==> config.mk <==
export PLATFORM = sky130hd
export DESIGN_NAME = stall_guard
export DESIGN_NICKNAME = d
export VERILOG_FILES = /design/src/rtl/stall_pkg.sv /design/src/rtl/stall_tick.sv /design/src/rtl/stall_window.sv /design/src/rtl/stall_guard.sv
export SDC_FILE = /design/constraint.sdc
export NUM_CORES = 1
export LEC_CHECK = 0
export CAP_MARGIN = 20
export CORE_ASPECT_RATIO = 0.75
export CORE_UTILIZATION = 30
export DETAILED_ROUTE_END_ITERATION = 8
export DONT_BUFFER_PORTS = 1
export HOLD_SLACK_MARGIN = 0.06
export PLACE_DENSITY_LB_ADDON = 0.12
export SYNTH_ARGS = -nofsm -noshare
export SYNTH_HDL_FRONTEND = slang
export SYNTH_HIERARCHICAL = 1
export SYNTH_SLANG_ARGS = --single-unit
==> constraint.sdc <==
create_clock -name clk -period 7.4 [get_ports clk]
set_input_delay 0.74 -clock clk [delete_from_list [all_inputs] [get_ports clk]]
set_output_delay 0.74 -clock clk [all_outputs]
set_load 0.03 [all_outputs]
==> src/rtl/stall_pkg.sv <==
package stall_pkg;

    typedef enum logic [1:0] {
        ST_RUN = 2'd0,
        ST_OFF = 2'd1,
        ST_TRY = 2'd2
    } stall_state_e;

    typedef struct packed {
        stall_state_e state;
        logic         release_strobe;
    } guard_regs_t;

endpackage

==> src/rtl/stall_tick.sv <==
module stall_tick #(
    parameter int PRESCALE = 1000
) (
    input  logic clk,
    input  logic rst_n,
    input  logic restart,
    input  logic en,
    output logic tick
);

    generate
        if (PRESCALE <= 1) begin : g_direct
            // Every enabled cycle is a tick.
            assign tick = en;
        end else begin : g_divide
            localparam int PW = $clog2(PRESCALE);
            localparam logic [PW-1:0] LAST = PW'(PRESCALE - 1);

            logic [PW-1:0] pre_d, pre_q;

            always_comb begin
                pre_d = pre_q;
                if (restart) begin
                    pre_d = '0;
                end else if (en) begin
                    pre_d = (pre_q == LAST) ? '0 : pre_q + PW'(1);
                end
            end

            always_ff @(posedge clk or negedge rst_n) begin
                if (!rst_n) pre_q <= '0;
                else        pre_q <= pre_d;
            end

            assign tick = en && (pre_q == LAST);

            p_prescale_in_range_r2: assert property (
                @(posedge clk) disable iff (!rst_n) pre_q <= LAST);
        end
    endgenerate

endmodule

==> src/rtl/stall_window.sv <==
module stall_window #(
    parameter int PRESCALE  = 1000,
    parameter int MAX_TICKS = 6000,
    localparam int TW = $clog2(MAX_TICKS + 1)
) (
    input  logic          clk,
    input  logic          rst_n,
    input  logic          restart,
    input  logic          en,
    input  logic [TW-1:0] limit,
    output logic          expire
);

    logic          tick;
    logic [TW-1:0] tcnt_d, tcnt_q;

    stall_tick #(.PRESCALE(PRESCALE)) u_tick (
        .clk     (clk),
        .rst_n   (rst_n),
        .restart (restart),
        .en      (en),
        .tick    (tick)
    );

    assign expire = tick && (tcnt_q == (limit - TW'(1)));

    always_comb begin
        tcnt_d = tcnt_q;
        if (restart) begin
            tcnt_d = '0;
        end else if (tick) begin
            tcnt_d = tcnt_q + TW'(1);
        end
    end

    always_ff @(posedge clk or negedge rst_n) begin
        if (!rst_n) tcnt_q <= '0;
        else        tcnt_q <= tcnt_d;
    end

    // The owner restarts the window on expiry, so the count stays below the limit.
    p_ticks_below_limit_r4: assert property (
        @(posedge clk) disable iff (!rst_n) tcnt_q < limit);

endmodule

==> src/rtl/stall_guard.sv <==
module stall_guard
    import stall_pkg::*;
#(
    parameter int PRESCALE  = 50000,
    parameter int ON_TICKS  = 600,
    parameter int OFF_TICKS = 6000
) (
    input  logic clk,
    input  logic rst_n,
    input  logic active,
    input  logic fg_edge,
    output logic drive_inhibit,
    output logic prot_active,
    output logic release_pulse
);

    localparam int MAX_TICKS = (OFF_TICKS > ON_TICKS) ? OFF_TICKS : ON_TICKS;
    localparam int TW        = $clog2(MAX_TICKS + 1);

    guard_regs_t   r_d, r_q;
    logic          win_restart;
    logic          win_expire;
    logic [TW-1:0] win_limit;

    assign win_limit = (r_q.state == ST_OFF) ? TW'(OFF_TICKS) : TW'(ON_TICKS);

    stall_window #(
        .PRESCALE  (PRESCALE),
        .MAX_TICKS (MAX_TICKS)
    ) u_window (
        .clk     (clk),
        .rst_n   (rst_n),
        .restart (win_restart),
        .en      (active),
        .limit   (win_limit),
        .expire  (win_expire)
    );

    always_comb begin
        r_d                = r_q;
        r_d.release_strobe = 1'b0;
        win_restart        = 1'b0;
        if (!active) begin
            r_d.state   = ST_RUN;
            win_restart = 1'b1;
        end else begin
            unique case (r_q.state)
                ST_RUN: begin
                    if (fg_edge) begin
                        win_restart = 1'b1;
                    end else if (win_expire) begin
                        r_d.state   = ST_OFF;
                        win_restart = 1'b1;
                    end
                end
                ST_OFF: begin
                    if (win_expire) begin
                        r_d.state   = ST_TRY;
                        win_restart = 1'b1;
                    end
                end
                ST_TRY: begin
                    if (fg_edge) begin
                        r_d.state          = ST_RUN;
                        r_d.release_strobe = 1'b1;
                        win_restart        = 1'b1;
                    end else if (win_expire) begin
                        r_d.state   = ST_OFF;
                        win_restart = 1'b1;
                    end
                end
                default: begin
                    r_d.state   = ST_RUN;
                    win_restart = 1'b1;
                end
            endcase
        end
    end

    always_ff @(posedge clk or negedge rst_n) begin
        if (!rst_n) begin
            r_q.state          <= ST_RUN;
            r_q.release_strobe <= 1'b0;
        end else begin
            r_q <= r_d;
        end
    end

    assign drive_inhibit = (r_q.state == ST_OFF);
    assign prot_active   = (r_q.state != ST_RUN);
    assign release_pulse = r_q.release_strobe;

    p_release_single_r6: assert property (
        @(posedge clk) disable iff (!rst_n) release_pulse |=> !release_pulse);

    p_release_after_try_r8: assert property (
        @(posedge clk) disable iff (!rst_n)
        release_pulse |-> (!prot_active && $past(r_q.state) == ST_TRY));

    p_inhibit_needs_prot_r8: assert property (
        @(posedge clk) disable iff (!rst_n) drive_inhibit |-> prot_active);

    p_standby_clears_r7: assert property (
        @(posedge clk) disable iff (!rst_n)
        !active |=> (!prot_active && !release_pulse));

    p_edge_keeps_run_r9: assert property (
        @(posedge clk) disable iff (!rst_n)
        (active && fg_edge && !prot_active) |=> !prot_active);

    p_run_holds_until_expiry_r2: assert property (
        @(posedge clk) disable iff (!rst_n)
        (active && !prot_active && !win_expire) |=> !prot_active);

    p_rest_ignores_edges_r4: assert property (
        @(posedge clk) disable iff (!rst_n)
        (active && drive_inhibit && !win_expire) |=> drive_inhibit);

endmodule

==> flow_summary.json <==
{
  "wl_met2_microns": 2050,
  "synth_edf_count": 0,
  "htree_levels": 2,
  "wl_microns": 5260,
  "ys_warn_count": 6,
  "swShare": 0.227,
  "finalSetupViolCount": 0,
  "ys_ff_latch": 32,
  "grt_pass1_wl_microns": 9170,
  "top_layer": "met4",
  "grt_overflow": 0,
  "path_max_fanout": 22,
  "drc_errors": 0,
  "timing.final.crit_share": 0.575,
  "fin_nets": 295,
  "cts_buffers": 5,
  "clkLatencyLatePin_ns": 0.27,
  "clock_power_share": 0.415,
  "grt_max_degree": 33,
  "vias": 1867,
  "grt_pass1_vias": 1777,
  "fin_skew_ns": 0.00578,
  "hpwl_microns": 3860,
  "setup_tns_ns": 0,
  "crit_required_ns": 7.60,
  "yosysMostFrequentCell": "nor2_1",
  "core_area_sq_mm": 0.00736,
  "arrival_ns": 4.46,
  "ys_seq_area_frac": 0.349,
  "wl_met1_microns": 2930,
  "drtIter0Drc": 101,
  "slew_headroom": 0.490,
  "netlist_instances": 256,
  "antenna_found_initial": 0,
  "dieArea_sq_mm": 0.00801,
  "area_delta_synth_final_pct": 13.5,
  "seqPwrFrac": 0.526,
  "r2r_cells": 15,
  "die_w_microns": 103,
  "clock-sinks": 32,
  "rows": 27,
  "worst_r2r_startpoint": "u_window/u_tick/g_divide.pre_q[0]$_DFFE_PN0P_",
  "cts.repair.resized": 0,
  "tightest_slew_ns": 0.759,
  "hold_class": "in -> async",
  "intPower_uw": 258,
  "synthTopCellsByArea": "dfrtp_1 35%, xor2_1 8.4%, nor2_1 5.4%",
  "drive_gt1_frac": 0.0865,
  "fp.dieH_microns": 77.7,
  "cts_setup_buffers": 0,
  "end_kind": "flop",
  "antenna_left": 0,
  "clkTransAtPathRegs_ns": 0.07,
  "cts_hold_buf": 0,
  "first_pass_iters": 4,
  "p_sw_uw": 75.7,
  "ctsLongestPathBuffers": 2,
  "finalNonFillerCells": 390,
  "p_per_area_mw_per_mm2": 128,
  "slew_viol_final": 0,
  "cts_tree": "yes",
  "num_antenna_cells": 0,
  "synthArstFlopShare": 1.00,
  "p_comb_frac": 0.059,
  "leakagePower_uw": 0.00105,
  "track_usage": 0.147,
  "fmax_mhz": 235,
  "ys.flop_type": "dfrtp_1",
  "finalHoldViolCount": 0,
  "status": "finished, final reports clean",
  "synth.avg_cell_area_sq_um": 8.96,
  "ioPinCount": 7,
  "dr_wl_met3_microns": 266,
  "start_util": 0.312,
  "cap_violations": 0,
  "period_needed_ns": 4.25,
  "place_congestion": 0.714,
  "clock-root-buffer": "clkbuf_8",
  "synth_top_area_frac": 0.349,
  "rsz0062_at_grt": "false",
  "r2r-end": "u_window/tcnt_q[12]$_DFFE_PN0P_",
  "dpl.cell_count": 382,
  "worst-r2r-setup-slack_ns": 3.15,
  "fin_worst_hold_slack_ns": 0.153,
  "synth_common_cells": "33 x nor2_1, 32 x dfrtp_1, 22 x xor2_1",
  "criticalPathCategory": "reg -> reg",
  "synth_cell_types": 60,
  "ir_worst_vdd_mv": 0.0545,
  "vias_per_cell": 4.79,
  "startpoint_type": "flop",
  "drt-wirelength-per-cell_microns": 13.5,
  "yosys.area.top_type": "dfrtp_1",
  "io_buffers": 0,
  "synth.cell_area_sq_mm": 0.00229
}
==> worst max-delay path by stage <==
stage / to / slack (ns) / from
final: u_window/tcnt_q[12]$_DFFE_PN0P_ / 3.15 / u_window/u_tick/g_divide.pre_q[0]$_DFFE_PN0P_
after global routing: u_window/tcnt_q[12]$_DFFE_PN0P_ / 2.69 / u_window/u_tick/g_divide.pre_q[0]$_DFFE_PN0P_
after CTS: u_window/tcnt_q[12]$_DFFE_PN0P_ / 3.13 / u_window/u_tick/g_divide.pre_q[0]$_DFFE_PN0P_
after detailed placement: u_window/tcnt_q[12]$_DFFE_PN0P_ / 3.16 / u_window/u_tick/g_divide.pre_q[1]$_DFFE_PN0P_
after global placement: u_window/tcnt_q[12]$_DFFE_PN0P_ / 3.29 / u_window/u_tick/g_divide.pre_q[7]$_DFFE_PN0P_
after floorplan: u_window/tcnt_q[12]$_DFFE_PN0P_ / 3.22 / r_q[1]$_DFFE_PN0P_
==> registers in the layout (all words and copies together) (netlist names) <==
signal,cells
u_window/tcnt_q,13
u_window/u_tick/g_divide.pre_q,16
release_pulse,1
r_q,2
==> placed cells by master (no fill, tap or decap), drive strengths merged, types with 3 or more instances in the layout <==
master  synthesis  routed
a21oi          10      10
a31oi           4       4
a41oi           4       4
and3            6       6
clkbuf          5       8
conb            2      33
dfrtp          32      32
ha              3       3
inv            10      10
nand2          16      16
nand3           7       7
nand4          14      14
nor2           33      33
nor3            5       5
nor3b           3       3
nor4            4       4
o21ai          10      10
o31ai           4       4
or2             4       4
or3             4       4
or4             3       3
xnor2          12      12
xor2           22      22
==> per-stage QoR <==
step	setup slack (ns)	power [uW]	cell area, sq um	utilization
after floorplan	3.22	195	2410	-
after detailed placement	3.16	198	2510	0.341
after CTS	3.13	339	2610	0.354
after global routing	2.69	351	2610	0.354
final	3.15	334	2610	0.354
after global placement	3.29	198	2510	0.341
==> critical path, stage by stage (launching register included) <==
cell and delay [ns]:
dfrtp_1 0.41, ha_1 0.26, and4_4 0.29, nand4_2 0.17, nor2_1 0.52, nand3_1 0.13
a2111o_1 0.38, a2111oi_2 0.31, o221a_1 0.33, nand4b_1 0.15, buf_4 0.26, o21ai_0 0.15
nor3_1 0.16, nand2_1 0.15, or3_1 0.36, a21oi_1 0.15
==> routing by layer <==
metal  vias up  track usage
li1        965            -
met1       862        0.238
met2        38        0.191
met3         2       0.0369
met4         0       0.0268
met5         -            0
==> power groups by stage <==
stage | clock network (uW) | registers (uW) | logic, uW
final | 139 | 176 | 19.9
after detailed placement | 0 | 179 | 18.5
after global placement | 0 | 179 | 18.8
after global routing | 153 | 176 | 23.1
after floorplan | 0 | 179 | 16.0
after CTS | 145 | 176 | 18.6
==> layout make-up <==
cell class	instances	area, sq um
Fill cell	789	4760
Multi-Input combinational cell	237	1540
Sequential cell	32	801
Tap cell	101	126
Clock buffer	8	90.1
Inverter	10	37.5
Timing Repair Buffer	2	15.0
==> cells by family (layout without fill, tap and decap cells) <==
logic type	after synthesis	count (layout)	share of synthesized area
simple gates	114	114	0.288
compound gates	49	49	0.161
xor+xnor	34	34	0.130
flops	32	32	0.349
buf+inv	18	20	0.0338
mux	4	4	0.0185
fa+ha+maj	3	3	0.0164
other cells	2	33	0.00327
Power figures use the tool's default switching activity.
